===== config.mk =====
export PLATFORM = sky130hd
export DESIGN_NAME = burst_addr_counter
export DESIGN_NICKNAME = d
export VERILOG_FILES = /design/src/rtl/burst_addr_pkg.sv /design/src/rtl/burst_addr_ctrl.sv /design/src/rtl/burst_addr_dp.sv /design/src/rtl/burst_addr_counter.sv
export SDC_FILE = /design/constraint.sdc
export NUM_CORES = 1
export LEC_CHECK = 0
export BUFFER_PORTS_ARGS = -buffer_cell sky130_fd_sc_hd__buf_2
export CAP_MARGIN = 40
export CORE_MARGIN = 5
export CORE_UTILIZATION = 43
export CTS_CLUSTER_SIZE = 16
export DETAILED_ROUTE_END_ITERATION = 10
export GPL_ROUTABILITY_DRIVEN = 0
export PLACE_DENSITY = 0.81
export SETUP_SLACK_MARGIN = 0.2
export SLEW_MARGIN = 30
export SYNTH_ARGS = -nofsm -noshare
export SYNTH_HDL_FRONTEND = slang
export SYNTH_SLANG_ARGS = --single-unit
export TNS_END_PERCENT = 10

===== constraint.sdc =====
create_clock -name clk -period 1.5 [get_ports clk]
set_input_delay 0.15 -clock clk [delete_from_list [all_inputs] [get_ports clk]]
set_output_delay 0.15 -clock clk [all_outputs]
set_load 0.01 [all_outputs]

===== src/rtl/burst_addr_pkg.sv =====
package burst_addr_pkg;
  // Decoded, mutually exclusive counter actions.
  typedef struct packed {
    logic clear;
    logic load;
    logic advance;
  } ctlStrobes_t;
endpackage


===== src/rtl/burst_addr_ctrl.sv =====
module burst_addr_ctrl
  import burst_addr_pkg::*;
(
  input  logic        adsN,
  input  logic        cntEnN,
  input  logic        cntRstN,
  output ctlStrobes_t strobes
);
  // Priority: clear over load over advance.
  always_comb begin
    strobes = '0;
    if (!cntRstN)     strobes.clear   = 1'b1;
    else if (!adsN)   strobes.load    = 1'b1;
    else if (!cntEnN) strobes.advance = 1'b1;
  end
endmodule


===== src/rtl/burst_addr_dp.sv =====
module burst_addr_dp
  import burst_addr_pkg::*;
#(
  parameter int AW = 12
) (
  input  logic          clk,
  input  logic          sysRst,
  input  ctlStrobes_t   strobes,
  input  logic [AW-1:0] extAddr,
  output logic [AW-1:0] accessAddr
);
  localparam logic [AW-1:0] ZERO_ADDR = '0;
  localparam logic [AW-1:0] ONE_STEP  = AW'(1);

  logic [AW-1:0] countReg;
  logic [AW-1:0] stepped;

  // Natural truncation gives the roll-over from all ones to zero.
  assign stepped = countReg + ONE_STEP;

  always_comb begin
    if (strobes.clear)        accessAddr = ZERO_ADDR;
    else if (strobes.load)    accessAddr = extAddr;
    else if (strobes.advance) accessAddr = stepped;
    else                      accessAddr = countReg;
  end

  always_ff @(posedge clk) begin
    if (sysRst) countReg <= ZERO_ADDR;
    else        countReg <= accessAddr;
  end
endmodule


===== src/rtl/burst_addr_counter.sv =====
module burst_addr_counter
  import burst_addr_pkg::*;
#(
  parameter int AW = 12
) (
  input  logic          clk,
  input  logic          sysRst,
  input  logic [AW-1:0] extAddr,
  input  logic          adsN,
  input  logic          cntEnN,
  input  logic          cntRstN,
  output logic [AW-1:0] accessAddr
);
  ctlStrobes_t strobes;

  burst_addr_ctrl uCtrl (
    .adsN    (adsN),
    .cntEnN  (cntEnN),
    .cntRstN (cntRstN),
    .strobes (strobes)
  );

  burst_addr_dp #(.AW(AW)) uDp (
    .clk        (clk),
    .sysRst     (sysRst),
    .strobes    (strobes),
    .extAddr    (extAddr),
    .accessAddr (accessAddr)
  );
endmodule


Yosys cells after proc, flatten, opt, wreduce, memory -nomap -nowiden
Index checks and enable logic that the tools add are counted. W data, S select, Z words.

Output and inout bits: 12. Register bits: 12. Bits of input ports: 17.

Multiplexer cells: 7. Add/sub/neg operators: 1.

Operators by type and width (count): $mux W12 (3); $add A12 B1 Y12 const B (1); $mux W1 (3); $mux W2 (1).

Logic depth before layout (Yosys ltp)
Gate-level depths: netlist of the first run.

Depth in word-level cells: 6. Depth in mapped cells: 5. Depth with buffers taken out: 5.

Cells and area by module
A second synthesis of the first run with hierarchy kept.

Cell total of the unflattened synthesis: 102. Area, all modules: 790.8 µm².

By module, submodules not included: burst_addr_dp (sequential area each 240.2 µm², cells an instance 99, area each 772.0 µm², times used 1); burst_addr_ctrl (sequential area each 0.0 µm², cells an instance 3, area each 18.8 µm², times used 1).

Worst setup path after synthesis of the first run
Ideal clock, no wire load.

Kind: flip-flop to output port. Start point: register uDp.countReg[0]. End point: output port accessAddr[6]. Setup slack: -200 ps. Path buffers: 0. Arrival: 1550 ps. Cell stages (with the launch flop): 6. Cell sequence: dfxtp_1 -> ha_1 -> inv_1 -> or4_1 -> and3_1 -> nor3_1.

Word-level cells in the longest chain between the ends: 4.

Ends and longest elaborated chain: start: declaration (RTL line burst_addr_dp.sv:15) `logic [AW-1:0] countReg;`; start signal: assignment (RTL line burst_addr_dp.sv:30) `else countReg <= accessAddr;`; $add A12 B1 Y12 (RTL line burst_addr_dp.sv:19) `assign stepped = countReg + ONE_STEP;`; $mux W12 (RTL line burst_addr_dp.sv:24) `else if (strobes.advance) accessAddr = stepped;`; $mux W12 (RTL line burst_addr_dp.sv:23) `else if (strobes.load) accessAddr = extAddr;`; $mux W12 (RTL line burst_addr_dp.sv:22) `if (strobes.clear) accessAddr = ZERO_ADDR;`; end: declaration (RTL line burst_addr_counter.sv:12) `output logic [AW-1:0] accessAddr`.

Every way passes these cells.

Worst setup path in the final report of the first run
Start point: register uDp.countReg[2]. End point: output port accessAddr[5].

Same word-level chain as after synthesis.

==> impl_metrics.env, run 1 <==
export IMPL_status="finished, violations left"
export IMPL_violations="negative setup slack"
export IMPL_power_share_sequential=0.435
export IMPL_critPathLaunchType="flop"
export IMPL_die_x_um=53.79
export IMPL_clock_skew_ns=0.005645
export IMPL_timing_fmax_mhz=531.3
export IMPL_finalHoldViolCount=0
export IMPL_port_buffers=28
export IMPL_min_path_type="input pin to flop"
export IMPL_rows=15
export IMPL_gr_usage_met2=0.3387
export IMPL_combPwrFrac=0.236
export IMPL_h_tree_depth=1
export IMPL_setup_tns_ns=-2.969
export IMPL_yosys_mux_area_fraction=0.03642
export IMPL_p_switching_mw=0.2328
export IMPL_internal_power_mw=0.5610
export IMPL_max_slew_worst_pin_slew_ns=0.6205
export IMPL_drive_gt1_frac=0.5294
export IMPL_top_usage_layer="met2"
export IMPL_synth_top_family_by_area="simple AND/OR/NAND/NOR gates"
export IMPL_wl_per_cell_um=15.44
export IMPL_grt_usage=0.1906
export IMPL_synth_compound_area_share=0.1396
export IMPL_critPathMaxStageDelay_ns=0.51
export IMPL_power_density_nw_per_um2=660.2
export IMPL_yosysSeqAreaShare=0.2914
export IMPL_worstRegToRegCells=5
export IMPL_overflow=0
export IMPL_worstPathArrival_ns=1.73
export IMPL_slowest_stage="or4_1"
export IMPL_criticalPathCategory="flop to output port"
export IMPL_ir_worst_vdd_mv=0.4934
export IMPL_first_iter_violations=14
export IMPL_synth_adder_area_share=0.01517
export IMPL_synthesis_nets=116
export IMPL_synth_most_common_cell="nor2_1"
export IMPL_clock_latency_ns=0.27
export IMPL_p_leak_nw=0.4938
export IMPL_synth_warnings=0
export IMPL_async_flop_share=0
export IMPL_cts_root_buffer="clkbuf_4"
export IMPL_via_count=892
export IMPL_pwr_share_clk=0.329
export IMPL_cap_viol_max_count=0
export IMPL_synth_top_area_frac=0.2914
export IMPL_cp_required_ns=1.35
export IMPL_cts_made_buffers=3
export IMPL_setup_ws_ns=-0.3823
export IMPL_dp_hpwl_mm=1.671
export IMPL_area_growth_pct=45.83
export IMPL_rsz0062_at_grt="yes"
export IMPL_postCtsHoldBufs=0
export IMPL_grt_start_max_net_pins=30
export IMPL_finalWirelength_mm=2.486
export IMPL_yosysTopAreaCell="dfxtp_1"
export IMPL_setup_viol=11
export IMPL_finalNonFillerCells=161
export IMPL_io_pins=29
export IMPL_postSynthAreaPerCell_um2=8.414
export IMPL_drt_pass1_iterations=4
export IMPL_chipHeight_um=53.79
export IMPL_p_sw_frac=0.2933
export IMPL_synth_commonest_cells="14 x nor2_1, 12 x dfxtp_1, 8 x a211oi_1, 8 x nor3_1"
export IMPL_use_met1=0.2261
export IMPL_slew_headroom=0.5859
export IMPL_synthXorXnorAreaFrac=0.05311
export IMPL_drv_slew=0
export IMPL_path_clk_slew_ns=0.08
export IMPL_synthSimpleGateAreaFrac=0.3900
export IMPL_use_met3=0.04709
export IMPL_antenna_found_initial=0
export IMPL_top_regs="uDp.countReg: 12 flops"
export IMPL_placed_cells=156
export IMPL_nets=155
export IMPL_cp_max_fo=5
export IMPL_whs_path_depth=2
export IMPL_drc=0
export IMPL_post_place_ws_ns=-0.2060
export IMPL_whs_ns=0.07254
export IMPL_synth_ff_type="dfxtp_1"
export IMPL_ys_ff_latch=12
export IMPL_die_area_um2=2893
export IMPL_syn_instance_count=98
export IMPL_vias_per_cell=5.540
export IMPL_crit_path_cell_trace="nand4b_4 > or4_1 > and3_4 > nor3_4 > buf_2"
export IMPL_grt_pass1_vias=934
export IMPL_synth_cell_types=35
export IMPL_post_synth_instance_area_um2=824.5
export IMPL_cts_setup_buffers=0
export IMPL_start_util=0.4625
export IMPL_reg2reg_slack_ns=0.03
export IMPL_fin_util=0.6744
export IMPL_synth_area_leaders="dfxtp_1 29%, a211oi_1 7.3%, nor2_1 6.4%, nor3_1 4.9%, xnor2_1 4.2%"
export IMPL_min_period_ns=1.882
export IMPL_period_share=1.255
export IMPL_numClockSinks=12
export IMPL_ant_nets=0
export IMPL_synth_edff_count=0
export IMPL_grt_pass1_wl_mm=4.057
export IMPL_end_kind="output port"
export IMPL_clockBufferDepth=2
export IMPL_cts_tree="built"
export IMPL_diodes=0
export IMPL_regMostFlops="uDp.countReg"
export IMPL_largest_reg_flops=12
export IMPL_core_area_um2=1783
## logic make-up after synthesis
logic type	count (synthesis)
adder cells (fa/ha/maj)	1
AND/OR/NAND/NOR	52
XOR/XNOR	5
flip-flops	12
buffers and inverters	9
multiplexers	3
AO/OA/AOI/OAI	16
## layout make-up
class,instances,area (um^2)
clock buffer,4,36.28
fill,147,580.6
inverter,4,15.01
multi-input combinational,78,638.1
sequential,12,262.8
tap,25,31.28
timing repair buffer,38,219.0
## per-stage QoR
stage	area (um^2)	total power, mW
final	1202	0.7939
after global routing	1202	0.8290
after global placement	1086	0.5255
after floorplan	885.9	0.4663
after CTS	1191	0.7933
after detailed placement	1086	0.5328
## power by group through the flow
stage	Clock, mW	Sequential (mW)	Combinational [mW]
floorplan	0	0.353	0.113
global placement	0	0.353	0.172
detailed placement	0	0.355	0.178
CTS	0.262	0.346	0.185
global route	0.278	0.347	0.204
finish	0.261	0.345	0.187
## what timing repair did
item	CTS	global route
setup endpoints to repair	20	22
hold endpoints to repair	0	0
gates cloned	1	0
gates resized for setup	13	4
pin swaps	10	2
## per-layer routing
layer | vias up | part of all wire
met5 | - | 0
met4 | 0 | 0
met3 | 0 | 0.055
met2 | 31 | 0.51
met1 | 416 | 0.44
li1 | 445 | -
## cell usage in the layout, fill, tap and decap left out, types with 2 or more instances in the layout
| cell | count |
|---|---|
| buf_4 | 9 |
| a211oi_1 | 8 |
| nor3_2 | 4 |
| nand3_1 | 2 |
| mux2i_1 | 3 |
| clkbuf_4 | 3 |
| dfxtp_1 | 4 |
| dfxtp_4 | 5 |
| nor4_1 | 3 |
| inv_1 | 3 |
| and3_4 | 2 |
| buf_2 | 28 |
| o31ai_1 | 2 |
| or4_1 | 2 |
| xnor2_1 | 4 |
| nor3_4 | 2 |
| nand2_1 | 5 |
| dfxtp_2 | 3 |
| nor3_1 | 4 |
| nor2_1 | 13 |
| nor4_2 | 2 |
## worst paths after layout
kind / endpoint / start
worst min register to register: uDp.countReg[7]$_SDFF_PP0_ / uDp.countReg[7]$_SDFF_PP0_
worst max-delay path: accessAddr[5] / uDp.countReg[2]$_SDFF_PP0_
worst max register to register: uDp.countReg[6]$_SDFF_PP0_ / uDp.countReg[0]$_SDFF_PP0_
worst min-delay path: uDp.countReg[1]$_SDFF_PP0_ / sysRst
## critical path: cells and delay by family (launching register included)
| family | cells | cell delay [ns] |
|---|---|---|
| buf+inv | 1 | 0.14 |
| flops | 1 | 0.39 |
| simple gates | 4 | 0.93 |
Note: power is estimated with default switching activity, not from simulation.
==> inputs of run 2 (changes only) <==
Settings changed: CORE_UTILIZATION 43 to 52, GPL_ROUTABILITY_DRIVEN 0 to default, PLACE_DENSITY 0.81 to 0.91.
Clock period 1.5 ns to 2.4 ns, I/O delays scaled along.
==> impl_metrics.env, run 2 (same netlist as run 1, synthesis figures left out) <==
export IMPL_p_switching_mw=0.1248
export IMPL_power_density_nw_per_um2=442.6
export IMPL_grt_pass1_vias=764
export IMPL_cap_viol_max_count=0
export IMPL_drv_slew=0
export IMPL_drc=0
export IMPL_min_period_ns=2.106
export IMPL_final_cell_mix="28 x buf_2, 14 x nor2_1, 10 x dfxtp_1, 8 x a211oi_1, 7 x nor3_1"
export IMPL_drive_gt1_frac=0.3600
export IMPL_finalHoldViolCount=0
export IMPL_pwr_share_clk=0.283
export IMPL_rows=14
export IMPL_cts_tree="built"
export IMPL_ir_worst_vdd_mv=0.3139
export IMPL_combPwrFrac=0.217
export IMPL_critPathLaunchType="flop"
export IMPL_hp_start="sysRst"
export IMPL_reg2reg_slack_ns=0.85
export IMPL_slew_headroom=0.6847
export IMPL_die_x_um=49.82
export IMPL_via_count=813
export IMPL_regMostFlops="uDp.countReg"
export IMPL_port_buffers=28
export IMPL_nets=145
export IMPL_place_gp_congestion=0.7876
export IMPL_cp_required_ns=2.16
export IMPL_critPathLaunch="uDp.countReg[1]$_SDFF_PP0_"
export IMPL_fin_total_pwr_mw=0.4331
export IMPL_setup_viol=0
export IMPL_antenna_found_initial=0
export IMPL_clock_skew_ns=0.002651
export IMPL_period_share=0.8774
export IMPL_path_clk_slew_ns=0.07
export IMPL_clockBufferDepth=2
export IMPL_r2r_start="uDp.countReg[1]$_SDFF_PP0_"
export IMPL_p_leak_nw=0.4103
export IMPL_cts_setup_buffers=0
export IMPL_timing_fmax_mhz=474.9
export IMPL_core_area_um2=1506
export IMPL_vias_per_cell=5.766
export IMPL_status="completed"
export IMPL_h_tree_depth=1
export IMPL_grt_start_max_net_pins=31
export IMPL_finalWirelength_mm=1.899
export IMPL_top_regs="uDp.countReg: 12 flops"
export IMPL_overflow=0
export IMPL_min_path_type="input pin to flop"
export IMPL_cts_root_buffer="clkbuf_4"
export IMPL_power_share_sequential=0.500
export IMPL_layout_area_seq_um2=242.7
export IMPL_worstPathArrival_ns=1.87
export IMPL_start_util=0.5473
export IMPL_p_sw_frac=0.2883
export IMPL_multiInputGateArea_um2=530.5
export IMPL_wl_per_cell_um=13.47
export IMPL_rsz0062_at_grt="yes"
export IMPL_first_iter_violations=32
export IMPL_cp_max_fo=4
export IMPL_dp_hpwl_mm=1.426
export IMPL_criticalPathCategory="flop to output port"
export IMPL_die_area_um2=2482
export IMPL_post_place_ws_ns=0.5368
export IMPL_chipHeight_um=49.82
export IMPL_max_slew_worst_pin_slew_ns=0.4725
export IMPL_setup_ws_ns=0.2943
export IMPL_area_growth_pct=18.66
export IMPL_final_area_um2=978.4
export IMPL_drt_pass1_iterations=4
export IMPL_grt_usage=0.1575
export IMPL_worstRegToRegCells=5
export IMPL_setup_tns_ns=0
export IMPL_diodes=0
export IMPL_placed_cell_area_um2=945.9
export IMPL_cts_made_buffers=3
export IMPL_ant_nets=0
export IMPL_layout_commonest_cell="buf_2"
export IMPL_largest_reg_flops=12
export IMPL_clock_latency_ns=0.27
export IMPL_nFillCells=128
export IMPL_grt_pass1_wl_mm=3.098
export IMPL_r2r_end="uDp.countReg[6]$_SDFF_PP0_"
export IMPL_io_pins=29
export IMPL_internal_power_mw=0.3082
export IMPL_fin_util=0.6495
export IMPL_min_to="uDp.countReg[0]$_SDFF_PP0_"
export IMPL_end_kind="output port"
export IMPL_whs_path_depth=2
export IMPL_numClockSinks=12
[run 2: cell types whose count changed in the layout (fill, tap and decap cells not counted), moves of 2 or more]
cell     previous run  this run
buf_4               9         1
dfxtp_1             4        10
dfxtp_4             5         0
nor3_1              4         7
nor3_4              2         0
nor4_1              3         5
[run 2: metal layers]
metal	track usage	wire, um	share of wire
met1	0.1782	821	0.43
met5	0	0	0
met3	0.07229	170	0.090
met2	0.2775	908	0.48
met4	0.01310	0	0
[run 2: repair_timing]
item	CTS	global route
hold buffers	0	0
gates resized for setup	0	4
hold endpoints to repair	0	0
setup endpoints to repair	0	3
[run 2: layout make-up]
type / count / share of cell area
Clock buffer: 3 / 0.02302
Inverter: 4 / 0.01535
Multi-Input combinational cell: 77 / 0.5422
Sequential cell: 12 / 0.2481
Tap cell: 16 / 0.02046
Timing Repair Buffer: 29 / 0.1509
[run 2: critical path, cell delays in order, from the launching register on]
cell	delay, ns
dfxtp_1	0.36
ha_2	0.20
inv_1	0.08
or4_1	0.49
and3_1	0.20
nor3_2	0.13
buf_2	0.14
[run 2: stage by stage]
step	std cells	hold slack [ns]
2_1_floorplan	98	0.3116
3_3_place_gp	138	0.4418
4_1_cts	141	0.1582
6_report	141	0.1628
5_1_grt	141	0.1665
3_5_place_dp	138	0.4513
[run 2: power groups by stage]
stage          Sequential [mW]  Combinational (mW)  Clock [mW]
2_1_floorplan            0.219              0.0626           0
3_3_place_gp             0.220              0.0906           0
3_5_place_dp             0.221              0.0933           0
4_1_cts                  0.216              0.0939       0.128
5_1_grt                  0.218               0.103       0.139
6_report                 0.217              0.0938       0.122
[run 2: how the worst max path moves through the flow]
stage	to
finish	accessAddr[6]
global route	accessAddr[11]
CTS	accessAddr[6]
detailed placement	accessAddr[6]
global placement	accessAddr[6]
floorplan	accessAddr[6]
